### config.mk
export PLATFORM = sky130hd
export DESIGN_NAME = gate_fault_injector
export DESIGN_NICKNAME = d
export VERILOG_FILES = /design/src/rtl/gfi_pkg.sv /design/src/rtl/gfi_lfsr.sv /design/src/rtl/gfi_fault_site.sv /design/src/rtl/gfi_gate_eval.sv /design/src/rtl/gfi_noise_add.sv /design/src/rtl/gate_fault_injector.sv
export SDC_FILE = /design/constraint.sdc
export NUM_CORES = 1
export LEC_CHECK = 0
export BUFFER_PORTS_ARGS = -buffer_cell sky130_fd_sc_hd__clkbuf_2
export CAP_MARGIN = 15
export CORE_MARGIN = 3
export CORE_UTILIZATION = 30
export CTS_CLUSTER_SIZE = 20
export DETAILED_ROUTE_END_ITERATION = 12
export MAX_ROUTING_LAYER = met4
export PLACE_DENSITY = 0.54
export SLEW_MARGIN = 30
export SYNTH_ARGS = -nofsm -noshare
export SYNTH_HDL_FRONTEND = slang
export SYNTH_SLANG_ARGS = --single-unit
### constraint.sdc
create_clock -name clk -period 30.4 [get_ports clk]
set_clock_uncertainty 0.05 [all_clocks]
set_input_delay 6.08 -clock clk [delete_from_list [all_inputs] [get_ports clk]]
set_output_delay 6.08 -clock clk [all_outputs]
set_load 0.02 [all_outputs]
### src/rtl/gfi_pkg.sv
package gfi_pkg;

    typedef enum logic [2:0] {
        ST_IDLE,
        ST_SITE_A,
        ST_SITE_B,
        ST_SITE_Y,
        ST_NOISE
    } gfi_state_e;

    typedef enum logic [1:0] {
        FK_STUCK   = 2'd0,
        FK_FLOAT   = 2'd1,
        FK_PARTIAL = 2'd2
    } gfi_fault_e;

    typedef enum logic [2:0] {
        GF_AND   = 3'd0,
        GF_NAND  = 3'd1,
        GF_OR    = 3'd2,
        GF_NOR   = 3'd3,
        GF_NOT   = 3'd4,
        GF_ONE   = 3'd5,
        GF_ZERO  = 3'd6,
        GF_ZERO2 = 3'd7
    } gfi_gate_e;

    localparam int unsigned LFSR_W    = 32;
    localparam logic [31:0] LFSR_MASK = 32'h8020_0003;

endpackage

### src/rtl/gfi_lfsr.sv
module gfi_lfsr
    import gfi_pkg::*;
(
    input  logic              clk,
    input  logic              rst_n,
    input  logic              load,
    input  logic [LFSR_W-1:0] seed,
    input  logic              step,
    output logic [LFSR_W-1:0] state
);

    logic [LFSR_W-1:0] nxt;

    always_comb begin
        nxt = state >> 1;
        if (state[0]) begin
            nxt = nxt ^ LFSR_MASK;
        end
    end

    always_ff @(posedge clk or negedge rst_n) begin
        if (!rst_n) begin
            state <= {{(LFSR_W-1){1'b0}}, 1'b1};
        end else if (load) begin
            state <= (seed == '0) ? {{(LFSR_W-1){1'b0}}, 1'b1} : seed;
        end else if (step) begin
            state <= nxt;
        end
    end

endmodule

### src/rtl/gfi_fault_site.sv
module gfi_fault_site
    import gfi_pkg::*;
#(
    parameter int unsigned W  = 8,
    parameter int unsigned PW = 8
) (
    input  logic [W-1:0]      lvl_in,
    input  logic [LFSR_W-1:0] draw,
    input  logic [PW:0]       thresh,
    input  logic              protect,
    output logic [W-1:0]      lvl_out
);

    localparam int unsigned KW = 15;
    localparam int unsigned SB = PW + KW;
    localparam logic [W-1:0] FULL = '1;
    localparam logic [W-1:0] HALF = {1'b1, {(W-1){1'b0}}};

    logic           fire;
    logic [KW-1:0]  kind_draw;
    logic [1:0]     kind_raw;
    gfi_fault_e     kind;
    logic           sel;
    logic [W-1:0]   rnd;
    logic           is_one;

    assign fire      = !protect && ({1'b0, draw[PW-1:0]} < thresh);
    assign kind_draw = draw[PW +: KW];
    assign kind_raw  = 2'(((KW+2)'(kind_draw) * (KW+2)'(3)) >> KW);
    assign kind      = gfi_fault_e'(kind_raw);
    assign sel       = draw[SB];
    assign rnd       = draw[LFSR_W-1 -: W];
    assign is_one    = (lvl_in >= HALF);

    always_comb begin
        lvl_out = lvl_in;
        if (fire) begin
            unique case (kind)
                FK_STUCK:   lvl_out = sel ? FULL : '0;
                FK_FLOAT:   lvl_out = rnd;
                FK_PARTIAL: begin
                    if (sel) lvl_out = is_one ? FULL : rnd;
                    else     lvl_out = is_one ? rnd : '0;
                end
                default:    lvl_out = lvl_in;
            endcase
        end
    end

endmodule

### src/rtl/gfi_gate_eval.sv
module gfi_gate_eval
    import gfi_pkg::*;
#(
    parameter int unsigned W = 8
) (
    input  logic [W-1:0] lvl_a,
    input  logic [W-1:0] lvl_b,
    input  gfi_gate_e    func,
    output logic [W-1:0] lvl_y
);

    localparam logic [W-1:0] FULL = '1;
    localparam logic [W-1:0] HALF = {1'b1, {(W-1){1'b0}}};

    logic la, lb, ly;

    assign la = (lvl_a >= HALF);
    assign lb = (lvl_b >= HALF);

    always_comb begin
        unique case (func)
            GF_AND:   ly = la & lb;
            GF_NAND:  ly = !(la & lb);
            GF_OR:    ly = la | lb;
            GF_NOR:   ly = !(la | lb);
            GF_NOT:   ly = !la;
            GF_ONE:   ly = 1'b1;
            GF_ZERO:  ly = 1'b0;
            GF_ZERO2: ly = 1'b0;
            default:  ly = 1'b0;
        endcase
    end

    assign lvl_y = ly ? FULL : '0;

endmodule

### src/rtl/gfi_noise_add.sv
module gfi_noise_add #(
    parameter int unsigned W = 8
) (
    input  logic [W-1:0] lvl_in,
    input  logic [15:0]  draw,
    input  logic [6:0]   pct,
    output logic [W-1:0] lvl_out
);

    localparam int unsigned SW = W + 18;
    localparam int unsigned FS = (1 << W) - 1;

    logic [6:0]    pct_cl;
    logic [W:0]    amp;
    logic [W+1:0]  span;
    logic [W+1:0]  pick;
    logic [SW-1:0] sum;

    assign pct_cl = (pct > 7'd100) ? 7'd100 : pct;
    assign amp    = (W+1)'((SW'(pct_cl) * SW'(FS)) / SW'(100));
    assign span   = (W+2)'({amp, 1'b1});
    assign pick   = (W+2)'((SW'(span) * SW'(draw)) >> 16);
    assign sum    = SW'(lvl_in) + SW'(pick) - SW'(amp);

    always_comb begin
        if (sum[SW-1]) begin
            lvl_out = '0;
        end else if (sum > SW'(FS)) begin
            lvl_out = '1;
        end else begin
            lvl_out = W'(sum);
        end
    end

endmodule

### src/rtl/gate_fault_injector.sv
module gate_fault_injector
    import gfi_pkg::*;
#(
    parameter int unsigned W  = 8,
    parameter int unsigned PW = 8
) (
    input  logic              clk,
    input  logic              rst_n,
    input  logic              seed_load,
    input  logic [31:0]       seed,
    input  logic              start,
    input  logic [2:0]        gate_sel,
    input  logic [W-1:0]      in_a,
    input  logic [W-1:0]      in_b,
    input  logic [PW:0]       fault_thresh,
    input  logic [6:0]        noise_pct,
    input  logic              protect,
    output logic [W-1:0]      out_level,
    output logic              out_logic,
    output logic              done
);

    localparam logic [W-1:0] HALF = {1'b1, {(W-1){1'b0}}};

    gfi_state_e        state, nxt_state;
    logic [LFSR_W-1:0] lfsr;
    logic [W-1:0]      a_c, b_c, a_f, b_f, y_f;
    gfi_gate_e         gate_c;
    logic [PW:0]       thr_c;
    logic [6:0]        pct_c;
    logic              prot_c;
    logic [W-1:0]      gate_lvl, site_in, site_out, noisy;

    gfi_lfsr u_lfsr (
        .clk   (clk),
        .rst_n (rst_n),
        .load  (seed_load),
        .seed  (seed),
        .step  (state != ST_IDLE),
        .state (lfsr)
    );

    gfi_gate_eval #(.W(W)) u_gate (
        .lvl_a (a_f),
        .lvl_b (b_f),
        .func  (gate_c),
        .lvl_y (gate_lvl)
    );

    always_comb begin
        unique case (state)
            ST_SITE_A: site_in = a_c;
            ST_SITE_B: site_in = b_c;
            default:   site_in = gate_lvl;
        endcase
    end

    gfi_fault_site #(.W(W), .PW(PW)) u_site (
        .lvl_in  (site_in),
        .draw    (lfsr),
        .thresh  (thr_c),
        .protect (prot_c),
        .lvl_out (site_out)
    );

    gfi_noise_add #(.W(W)) u_noise (
        .lvl_in  (y_f),
        .draw    (lfsr[15:0]),
        .pct     (pct_c),
        .lvl_out (noisy)
    );

    always_ff @(posedge clk or negedge rst_n) begin
        if (!rst_n) state <= ST_IDLE;
        else        state <= nxt_state;
    end

    always_comb begin
        unique case (state)
            ST_IDLE:   nxt_state = start ? ST_SITE_A : ST_IDLE;
            ST_SITE_A: nxt_state = ST_SITE_B;
            ST_SITE_B: nxt_state = ST_SITE_Y;
            ST_SITE_Y: nxt_state = ST_NOISE;
            ST_NOISE:  nxt_state = ST_IDLE;
            default:   nxt_state = ST_IDLE;
        endcase
    end

    always_ff @(posedge clk or negedge rst_n) begin
        if (!rst_n) begin
            a_c       <= '0;
            b_c       <= '0;
            a_f       <= '0;
            b_f       <= '0;
            y_f       <= '0;
            gate_c    <= GF_ZERO;
            thr_c     <= '0;
            pct_c     <= '0;
            prot_c    <= 1'b0;
            out_level <= '0;
            out_logic <= 1'b0;
            done      <= 1'b0;
        end else begin
            done <= 1'b0;
            unique case (state)
                ST_IDLE: begin
                    if (start) begin
                        a_c    <= in_a;
                        b_c    <= in_b;
                        gate_c <= gfi_gate_e'(gate_sel);
                        thr_c  <= fault_thresh;
                        pct_c  <= noise_pct;
                        prot_c <= protect;
                    end
                end
                ST_SITE_A: a_f <= site_out;
                ST_SITE_B: b_f <= site_out;
                ST_SITE_Y: y_f <= site_out;
                ST_NOISE: begin
                    out_level <= noisy;
                    out_logic <= (noisy >= HALF);
                    done      <= 1'b1;
                end
                default: ;
            endcase
        end
    end

endmodule

==> results of run 1 <==
## routing by layer
layer | part of all wire (%) | GRT usage, %
met1 | 49 | 21.9
met2 | 47 | 24.6
met3 | 3.9 | 1.02
met4 | 0.80 | 1.86
met5 | 0 | -
## per-stage QoR
stage	cell area, sq um	setup WS, ns	instances
6_report	14500	10.71	2125
5_1_grt	14500	9.20	2125
4_1_cts	14500	10.84	2125
3_5_place_dp	14200	10.92	2109
3_3_place_gp	14200	11.32	2109
2_1_floorplan	13200	13.83	1500
## sequential cells by signal, indices dropped and copies added, names as in the netlist, 3 cells and up
name,count
out_level,8
state,3
gate_c,3
pct_c,7
a_c,8
y_f,8
b_c,8
u_lfsr.state,32
thr_c,9
## logic make-up after synthesis
family / share of synthesized area [%]
simple gates: 15.5
compound gates: 18.1
fa+ha+maj: 32.1
buf+inv: 7.19
flops: 17.0
mux: 6.28
xor+xnor: 3.85
## worst max-delay path by stage
stage / from / endpoint / slack [ns] / cells past startpoint
after global placement: pct_c[5]$_DFFE_PN0P_ / out_level[1]$_DFFE_PN0P_ / 11.32 / 71
after detailed placement: pct_c[3]$_DFFE_PN0P_ / out_level[1]$_DFFE_PN0P_ / 10.92 / 68
after floorplan: pct_c[4]$_DFFE_PN0P_ / out_level[0]$_DFFE_PN0P_ / 13.83 / 75
final: pct_c[4]$_DFFE_PN0P_ / out_level[0]$_DFFE_PN0P_ / 10.71 / 69
after CTS: pct_c[3]$_DFFE_PN0P_ / out_level[0]$_DFFE_PN0P_ / 10.84 / 68
after global routing: pct_c[4]$_DFFE_PN0P_ / out_level[6]$_DFFE_PN0P_ / 9.20 / 68
## area by class of cell
type,instances,share of cell area [%]
well taps,585,5.04
repair buffers,91,3.34
clock buffers,10,1.58
clock inverters,6,0.491
inverters,174,4.57
multi-input cells,1169,69.4
flip-flops and latches,90,15.5
## critical path: cells and delay by family, from the launching register on
family / cells / cell delay, ns
compound gates: 25 / 6.85
fa+ha+maj: 13 / 5.95
simple gates: 17 / 3.25
mux: 2 / 1.15
buf+inv: 7 / 1.03
xor+xnor: 5 / 0.87
flops: 1 / 0.40
## cells in the final DEF, fill, tap and decap left out, drive strengths merged, types with 8 or more instances in the layout
cell type  Yosys  routed
fa           128     128
a21oi         72      72
nor2b         14      14
nor3          19      19
a221oi         8       8
mux2          38      38
mux2i         38      38
xnor2         34      34
o21a          13      13
dfrtp         87      87
nand3         25      25
a31oi         15      15
nand4          9       9
a21o          29      29
clkbuf        49      89
and3          11      11
a211oi        17      17
nand2        192     192
a221o          8       8
inv          173     176
xor2          20      20
and2          50      50
nand2b        19      19
o21ai         94      94
o211ai        15      15
buf           18      12
nor2          67      67
nor4           8       8
ha           133     133
==> flow_summary_export.csv, run 1 <==
group,metric,value,unit
outcome,status,"finished, final reports clean",
yosys,yosys-top-cells-area,"fa_1 (19%), dfrtp_1 (16%), ha_1 (13%)",
grt,antenna_found_initial,0,
sta,maxSlewViolCount,0,
cts,cts_buffers,9,
cts,cts.reportedPaths.clkPinSlew,0.07,ns
setup_path,start_kind,"flop",
yosys,syn_inst,1500,
yosys,synth-seq-cells,90,
hold_path,hp-class,"flop to flop",
sta,maxSlewHeadroom,30.8,%
floorplan,die_w,216,um
setup_path,cp-end-kind,"flop",
cts,clock_path_buffers,2,
yosys,syn-cell-area,0.0132,sq mm
yosys,synth_common_cells,"nand2_1 (191), inv_1 (171), ha_1 (133)",
yosys,synth_cell_types,100,
cts,cts_setup_buffers,0,
cts,cts_tree,"built",
grt,grt_pass1_vias,10900,
placed_design,hpwl,27.5,mm
floorplan,start_util,30.6,%
setup_path,critical_path_required,30.55,ns
cts,root_buffer,"clkbuf_16",
routing,drc_errors,0,
sta,final_hold_viol_count,0,
cts,clock_latency,0.34,ns
grt,grt_use_total,15.3,%
sta,setup_viol,0,
finish,area_delta_synth_final,9.61,%
yosys,avgSynthCellArea,8.83,sq um
cts,ctsHoldBuffers,0,
setup_path,crit_top_cell,"fa_1",
finish,seqCellArea,0.00226,sq mm
sta,worstMarginPinSlew,1.01,ns
setup_path,worstPathMaxFanout,19,
sta,fmax,50.8,MHz
sta,tns,0,ns
grt,grt_overflow,0,
cts,h-tree-depth,3,
setup_path,rr_worst_depth,69,
yosys,synthMostInstantiatedCell,"nand2_1",
floorplan,die_area,0.0467,sq mm
yosys,yosysTopAreaCell,"fa_1",
setup_path,r2r-start,"pct_c[4]$_DFFE_PN0P_",
finish,fillers,4568,
cts,ctsResizeCount,0,
setup_path,cp_data_arrival_time,19.84,ns
sta,post-route-period-util,64.8,%
yosys,yosysWarnings,0,
routing,wl_per_cell,16.1,um
hold_path,hp-start,"y_f[2]$_DFFE_PN0P_",
floorplan,rows,76,
yosys,synthArstFlopShare,100,%
placed_design,io_buffer_count,81,
finish,fin_util,33.5,%
setup_path,critical_path.slowest_cell,"mux2i_1",
floorplan,fp.coreArea,0.0434,sq mm
yosys,synth-edff-count,0,
yosys,synth-main-ff-cell,"dfrtp_1",
finish,diodes,0,
floorplan,pin_count,82,
finish,drive_above_1_share,13.1,%
hold_path,whs_endpoint,"y_f[2]$_DFFE_PN0P_",
routing,antenna_left,0,
setup_path,r2r_end,"out_level[0]$_DFFE_PN0P_",
finish,nNetsFinal,1868,
routing,drtPass1Iterations,5,
job,max-cap-violations,0,
routing,drt_iter0_drc,614,
sta,fin_crit,19.69,ns
yosys,synth_top_area_share,19.3,%
finish,multi_input_area,0.0101,sq mm
cts,cts.sinks,90,
floorplan,die_h,216,um
placed_design,gp_congestion,0.899,
sta,whs,0.442,ns
setup_path,max_stage_delay,0.88,ns
yosys,seq_area_frac_synth,17.0,%
grt,grt_max_degree,65,
hold_path,holdPathStages,2,
routing,viasPerCell,5.05,
setup_path,regToRegSetupSlack,10.71,ns
routing,dr_total_vias,10700,
sta,rsz0062_at_grt,"no",
routing,wirelength,34.2,mm
grt,grt_pass1_wl,57.8,mm
yosys,syn_nets,1833,
setup_path,crit_type,"flop to flop",
Power of run 1 is left out: the tool's default activity adds up to more than one toggle a clock period on the data nets, which glitch-free logic cannot reach.
==> inputs of run 2 (changes only) <==
==> constraint.sdc (replaced) <==
create_clock -name clk -period 18.4 [get_ports clk]
set_clock_uncertainty 0.05 [all_clocks]
set_input_delay 3.68 -clock clk [delete_from_list [all_inputs] [get_ports clk]]
set_output_delay 3.68 -clock clk [all_outputs]
set_load 0.02 [all_outputs]
==> run 2 against run 1 <==
Setup slack got worse by 9.7 ns. Fmax rose by 13%. Register-to-register slack got worse by 9.7 ns. First-iteration DRC count fell by 14%. Via count did not move. Global-route usage fell by 0.18 points. Die area did not move. Cell count rose by 1.2%. Flip-flop and latch count did not move. Wire length rose by 0.11%. Utilization rose by 0.88 points. Design area rose by 2.6%. Critical path type unchanged. Highest routed layer unchanged.
==> flow_summary_export.csv, run 2 (synthesis results as in run 1) <==
group,metric,value,unit
finish,final_cell_mix,"nand2_1 (189), inv_1 (171), ha_1 (131), fa_1 (127), dfrtp_1 (85)",
grt,grt_overflow,0,
setup_path,critical_path.slowest_cell,"fa_2",
finish,stdcell_area,0.0149,sq mm
floorplan,die_area,0.0467,sq mm
routing,wirelength,34.2,mm
finish,nNetsFinal,1893,
setup_path,start_kind,"flop",
sta,post-route-period-util,94.5,%
grt,grt_pass1_wl,57.0,mm
setup_path,cp_num_buf_inv,14,
sta,fin_crit,17.38,ns
sta,fmax,57.5,MHz
finish,diodes,0,
cts,root_buffer,"clkbuf_16",
grt,grt_use_total,15.1,%
finish,seqCellArea,0.00226,sq mm
sta,worstMarginPinSlew,0.961,ns
floorplan,start_util,30.6,%
routing,antenna_left,0,
setup_path,crit_top_cell,"fa_1",
setup_path,cp-end-kind,"flop",
cts,clock_path_buffers,2,
cts,clock_latency,0.34,ns
finish,area_delta_synth_final,12.5,%
setup_path,critPathTopFamily,"adder cells",
finish,mostFrequentLayoutCell,"nand2_1",
job,max-cap-violations,0,
setup_path,critical_path_required,18.56,ns
routing,viasPerCell,4.99,
placed_design,io_buffer_count,81,
sta,worst_slack,1.02,ns
sta,final_hold_viol_count,0,
cts,cts_buffers,9,
sta,setup_viol,0,
grt,grt_max_degree,69,
setup_path,cp_data_arrival_time,17.54,ns
setup_path,crit_type,"flop to flop",
sta,maxSlewViolCount,0,
floorplan,die_w,216,um
setup_path,worstPathMaxFanout,9,
placed_design,hpwl,27.3,mm
cts,ctsHoldBuffers,0,
placed_design,placedInstanceArea,0.0143,sq mm
routing,drtPass1Iterations,5,
setup_path,max_stage_delay,0.64,ns
placed_design,dp_slack,0.130,ns
hold_path,hp-class,"flop to flop",
routing,drc_errors,0,
cts,cts.reportedPaths.clkPinSlew,0.07,ns
sta,maxSlewHeadroom,35.5,%
routing,wl_per_cell,15.9,um
routing,drt_iter0_drc,526,
finish,fillers,4610,
grt,grt_pass1_vias,11000,
cts,cts.sinks,90,
cts,h-tree-depth,3,
finish,regMostFlops,"u_lfsr.state",
setup_path,regToRegSetupSlack,1.02,ns
floorplan,pin_count,82,
floorplan,die_h,216,um
finish,fin_util,34.4,%
placed_design,gp_congestion,0.867,
outcome,status,"finished, final reports clean",
finish,multi_input_area,0.0103,sq mm
floorplan,rows,76,
finish,largest_reg_flops,32,
routing,dr_total_vias,10700,
cts,cts_tree,"built",
finish,drive_above_1_share,16.4,%
finish,largestRegisters,"u_lfsr.state: 32 flops, thr_c: 9 flops",
floorplan,fp.coreArea,0.0434,sq mm
grt,antenna_found_initial,0,
==> run 2: final timing paths <==
check	from	to	depth (start not counted)
min in group asynchronous	rst_n	a_c[2]$_DFFE_PN0P_	1
worst max-delay path	pct_c[5]$_DFFE_PN0P_	out_level[0]$_DFFE_PN0P_	73
worst min-delay path	pct_c[1]$_DFFE_PN0P_	pct_c[1]$_DFFE_PN0P_	1
max in group asynchronous	rst_n	pct_c[5]$_DFFE_PN0P_	2
worst max register to register	pct_c[5]$_DFFE_PN0P_	out_level[0]$_DFFE_PN0P_	73
worst min register to register	pct_c[1]$_DFFE_PN0P_	pct_c[1]$_DFFE_PN0P_	1
==> run 2: layer usage <==
metal / vias up / GRT usage [%] / wire [um]
met5: - / - / 0
li1: 5253 / - / -
met2: 182 / 23.6 / 15500
met4: 0 / 3.48 / 690
met1: 5256 / 21.4 / 17100
met3: 33 / 1.11 / 893
==> run 2: timing repair <==
action / in CTS / in global routing
gates resized for setup: 0 / 44
setup endpoints to repair: 0 / 8
buffers inserted: 0 / 12
==> run 2: through the flow <==
stage          std cells  hold WS, ns  setup TNS, ns
6_report            2150        0.456              0
4_1_cts             2138        0.459              0
2_1_floorplan       1500        0.406              0
3_5_place_dp        2122        0.445              0
3_3_place_gp        2122        0.442              0
5_1_grt             2150        0.482         -0.352
==> run 2: final cells by class <==
class,instances,area share (%)
Multi-Input combinational cell,1169,68.9
Sequential cell,90,15.2
Tap cell,585,4.91
Timing Repair Buffer,116,4.50
Inverter,174,4.45
Clock buffer,10,1.60
Clock inverter,6,0.487
==> run 2: worst register-to-register path, delay by kind of cell, from the launching register on <==
family / cells / cell delay [ns]
buf+inv: 14 / 1.46
mux: 2 / 0.47
xor+xnor: 2 / 0.31
simple gates: 13 / 2.26
fa+ha+maj: 14 / 6.13
compound gates: 28 / 6.13
flops: 1 / 0.44
Power of run 2 is left out for the same reason.
==> inputs of run 3 (changes only) <==
--- a/config.mk
+++ b/config.mk
@@ -16,4 +16,5 @@
 export SLEW_MARGIN = 30
 export SYNTH_ARGS = -nofsm -noshare
 export SYNTH_HDL_FRONTEND = slang
+export SYNTH_HIERARCHICAL = 1
 export SYNTH_SLANG_ARGS = --single-unit
==> run 3 against run 2 <==
Via count up 6.1%. First-iteration DRC count up 13%. Highest routed layer unchanged. Critical path type unchanged. Wire length up 6.5%. Fmax up 0.42%. Sequential share of layout area down 0.42 points. Flip-flop and latch count up 1. Global-route usage about the same. Cell count up 2.3%. Worst hold slack worse by 0.017 ns. Utilization down 0.55 points.
==> flow_summary_export.csv, run 3 <==
group,metric,value,unit
finish,mostFrequentLayoutCell,"nand2_1",
grt,antenna_found_initial,0,
placed_design,placedInstanceArea,0.0149,sq mm
hold_path,hp-class,"flop to flop",
floorplan,fp.coreArea,0.0458,sq mm
finish,nNetsFinal,1928,
setup_path,max_stage_delay,0.60,ns
floorplan,die_w,222,um
yosys,syn_inst,1548,
yosys,yosysWarnings,6,
finish,area_delta_synth_final,10.5,%
routing,wirelength,36.4,mm
placed_design,hpwl,29.1,mm
sta,tns,0,ns
grt,grt_pass1_wl,60.2,mm
finish,fillers,4631,
cts,clock_path_buffers,2,
setup_path,start_kind,"flop",
grt,grt_pass1_vias,11600,
floorplan,rows,78,
floorplan,die_h,222,um
finish,diodes,0,
routing,dr_total_vias,11400,
finish,final_cells,2200,
placed_design,io_buffer_count,81,
routing,antenna_left,0,
placed_design,dpl.cell_count,2179,
finish,stdcell_area,0.0155,sq mm
outcome,status,"finished, final reports clean",
sta,worstMarginPinSlew,1.00,ns
sta,maxSlewViolCount,0,
yosys,syn-cell-area,0.0140,sq mm
cts,cts.sinks,91,
routing,drc_errors,0,
floorplan,pin_count,82,
routing,wl_per_cell,16.6,um
routing,drtPass1Iterations,5,
finish,regMostFlops,"u_lfsr/state",
sta,post-route-period-util,94.1,%
routing,viasPerCell,5.17,
cts,cts_tree,"built",
job,max-cap-violations,0,
finish,drive_above_1_share,15.3,%
grt,grt_max_degree,65,
yosys,syn_nets,1881,
setup_path,cp_data_arrival_time,17.50,ns
sta,fin_crit,17.31,ns
finish,multi_input_area,0.0109,sq mm
finish,seqCellArea,0.00228,sq mm
sta,fmax,57.8,MHz
sta,setup_viol,0,
grt,grt_use_total,15.1,%
cts,h-tree-depth,3,
setup_path,critical_path_required,18.59,ns
setup_path,cp-end-kind,"flop",
cts,clock_latency,0.36,ns
routing,drt_iter0_drc,592,
setup_path,crit_type,"flop to flop",
setup_path,worstPathMaxFanout,12,
finish,largest_reg_flops,32,
placed_design,gp_congestion,0.862,
finish,final_cell_mix,"nand2_1 (185), inv_1 (183), ha_1 (133), fa_1 (128), dfrtp_1 (88)",
floorplan,die_area,0.0493,sq mm
cts,ctsHoldBuffers,0,
floorplan,start_util,30.6,%
yosys,avgSynthCellArea,9.05,sq um
cts,cts.reportedPaths.clkPinSlew,0.09,ns
setup_path,critical_path.slowest_cell,"or4_4",
cts,root_buffer,"clkbuf_16",
setup_path,crit_top_cell,"fa_1",
finish,largestRegisters,"u_lfsr/state: 32 flops, thr_c: 9 flops",
sta,maxSlewHeadroom,32.8,%
cts,cts_buffers,9,
grt,grt_overflow,0,
sta,final_hold_viol_count,0,
## run 3: changes by cell type in the layout (fill, tap and decap cells not counted), moves of 7 or more
cell	delta
nor2_1	+16
mux2_1	+29
inv_1	+12
o21ai_0	-20
nor2b_1	-7
a221o_1	-7
o32a_1	+8
buf_4	-16
a22oi_1	+11
a21oi_1	-8
## run 3: worst paths after layout
check / start / to / slack, ns / cells after the start
worst max-delay path: pct_c[2]$_DFFE_PN0P_ / out_level[7]$_DFFE_PN0P_ / 1.09 / 68
worst min-delay path: a_c[4]$_DFFE_PN0P_ / a_c[4]$_DFFE_PN0P_ / 0.44 / 1
worst max register to register: pct_c[2]$_DFFE_PN0P_ / out_level[7]$_DFFE_PN0P_ / 1.09 / 68
worst min register to register: a_c[4]$_DFFE_PN0P_ / a_c[4]$_DFFE_PN0P_ / 0.44 / 1
max in group asynchronous: rst_n / y_f[1]$_DFFE_PN0P_ / 13.95 / 2
min in group asynchronous: rst_n / out_level[7]$_DFFE_PN0P_ / 3.25 / 1
## run 3: final cells by class
| cell class | instances | share of cell area (%) |
|---|---|---|
| timing repair buffer | 101 | 3.70 |
| tap | 600 | 4.85 |
| multi-input combinational | 1207 | 70.2 |
| clock inverter | 7 | 0.493 |
| inverter | 185 | 4.52 |
| sequential | 91 | 14.7 |
| clock buffer | 9 | 1.45 |
## run 3: per-layer routing
metal / share of wire, % / routed length (um) / global-route usage, % / vias up
met5: 0 / 0 / - / -
met4: 2.6 / 955 / 4.48 / 0
met3: 3.7 / 1360 / 2.04 / 66
met2: 49 / 17900 / 25.5 / 238
met1: 45 / 16200 / 19.0 / 5622
li1: - / - / - / 5451
## run 3: through the flow
step	util [%]	setup slack (ns)	hold WS, ns
2_1_floorplan	-	2.10	0.408
3_3_place_gp	32.6	0.797	0.424
3_5_place_dp	32.6	0.589	0.429
4_1_cts	33.3	0.528	0.446
5_1_grt	33.8	-0.0181	0.462
6_report	33.8	1.09	0.438
## run 3: repair_timing
item,in CTS,in global routing
hold endpoints to repair,0,0
setup endpoints to repair,0,9
resized for setup,0,36
buffers inserted,0,5
## run 3: worst max-delay path, delay by kind of cell, from the launching register on
kind / cells / cell delay [ns]
buf+inv: 9 / 0.85
mux: 3 / 1.00
fa+ha+maj: 13 / 6.00
simple gates: 14 / 2.31
flops: 1 / 0.40
compound gates: 25 / 5.75
xor+xnor: 4 / 0.79
Power of run 3 is left out for the same reason.
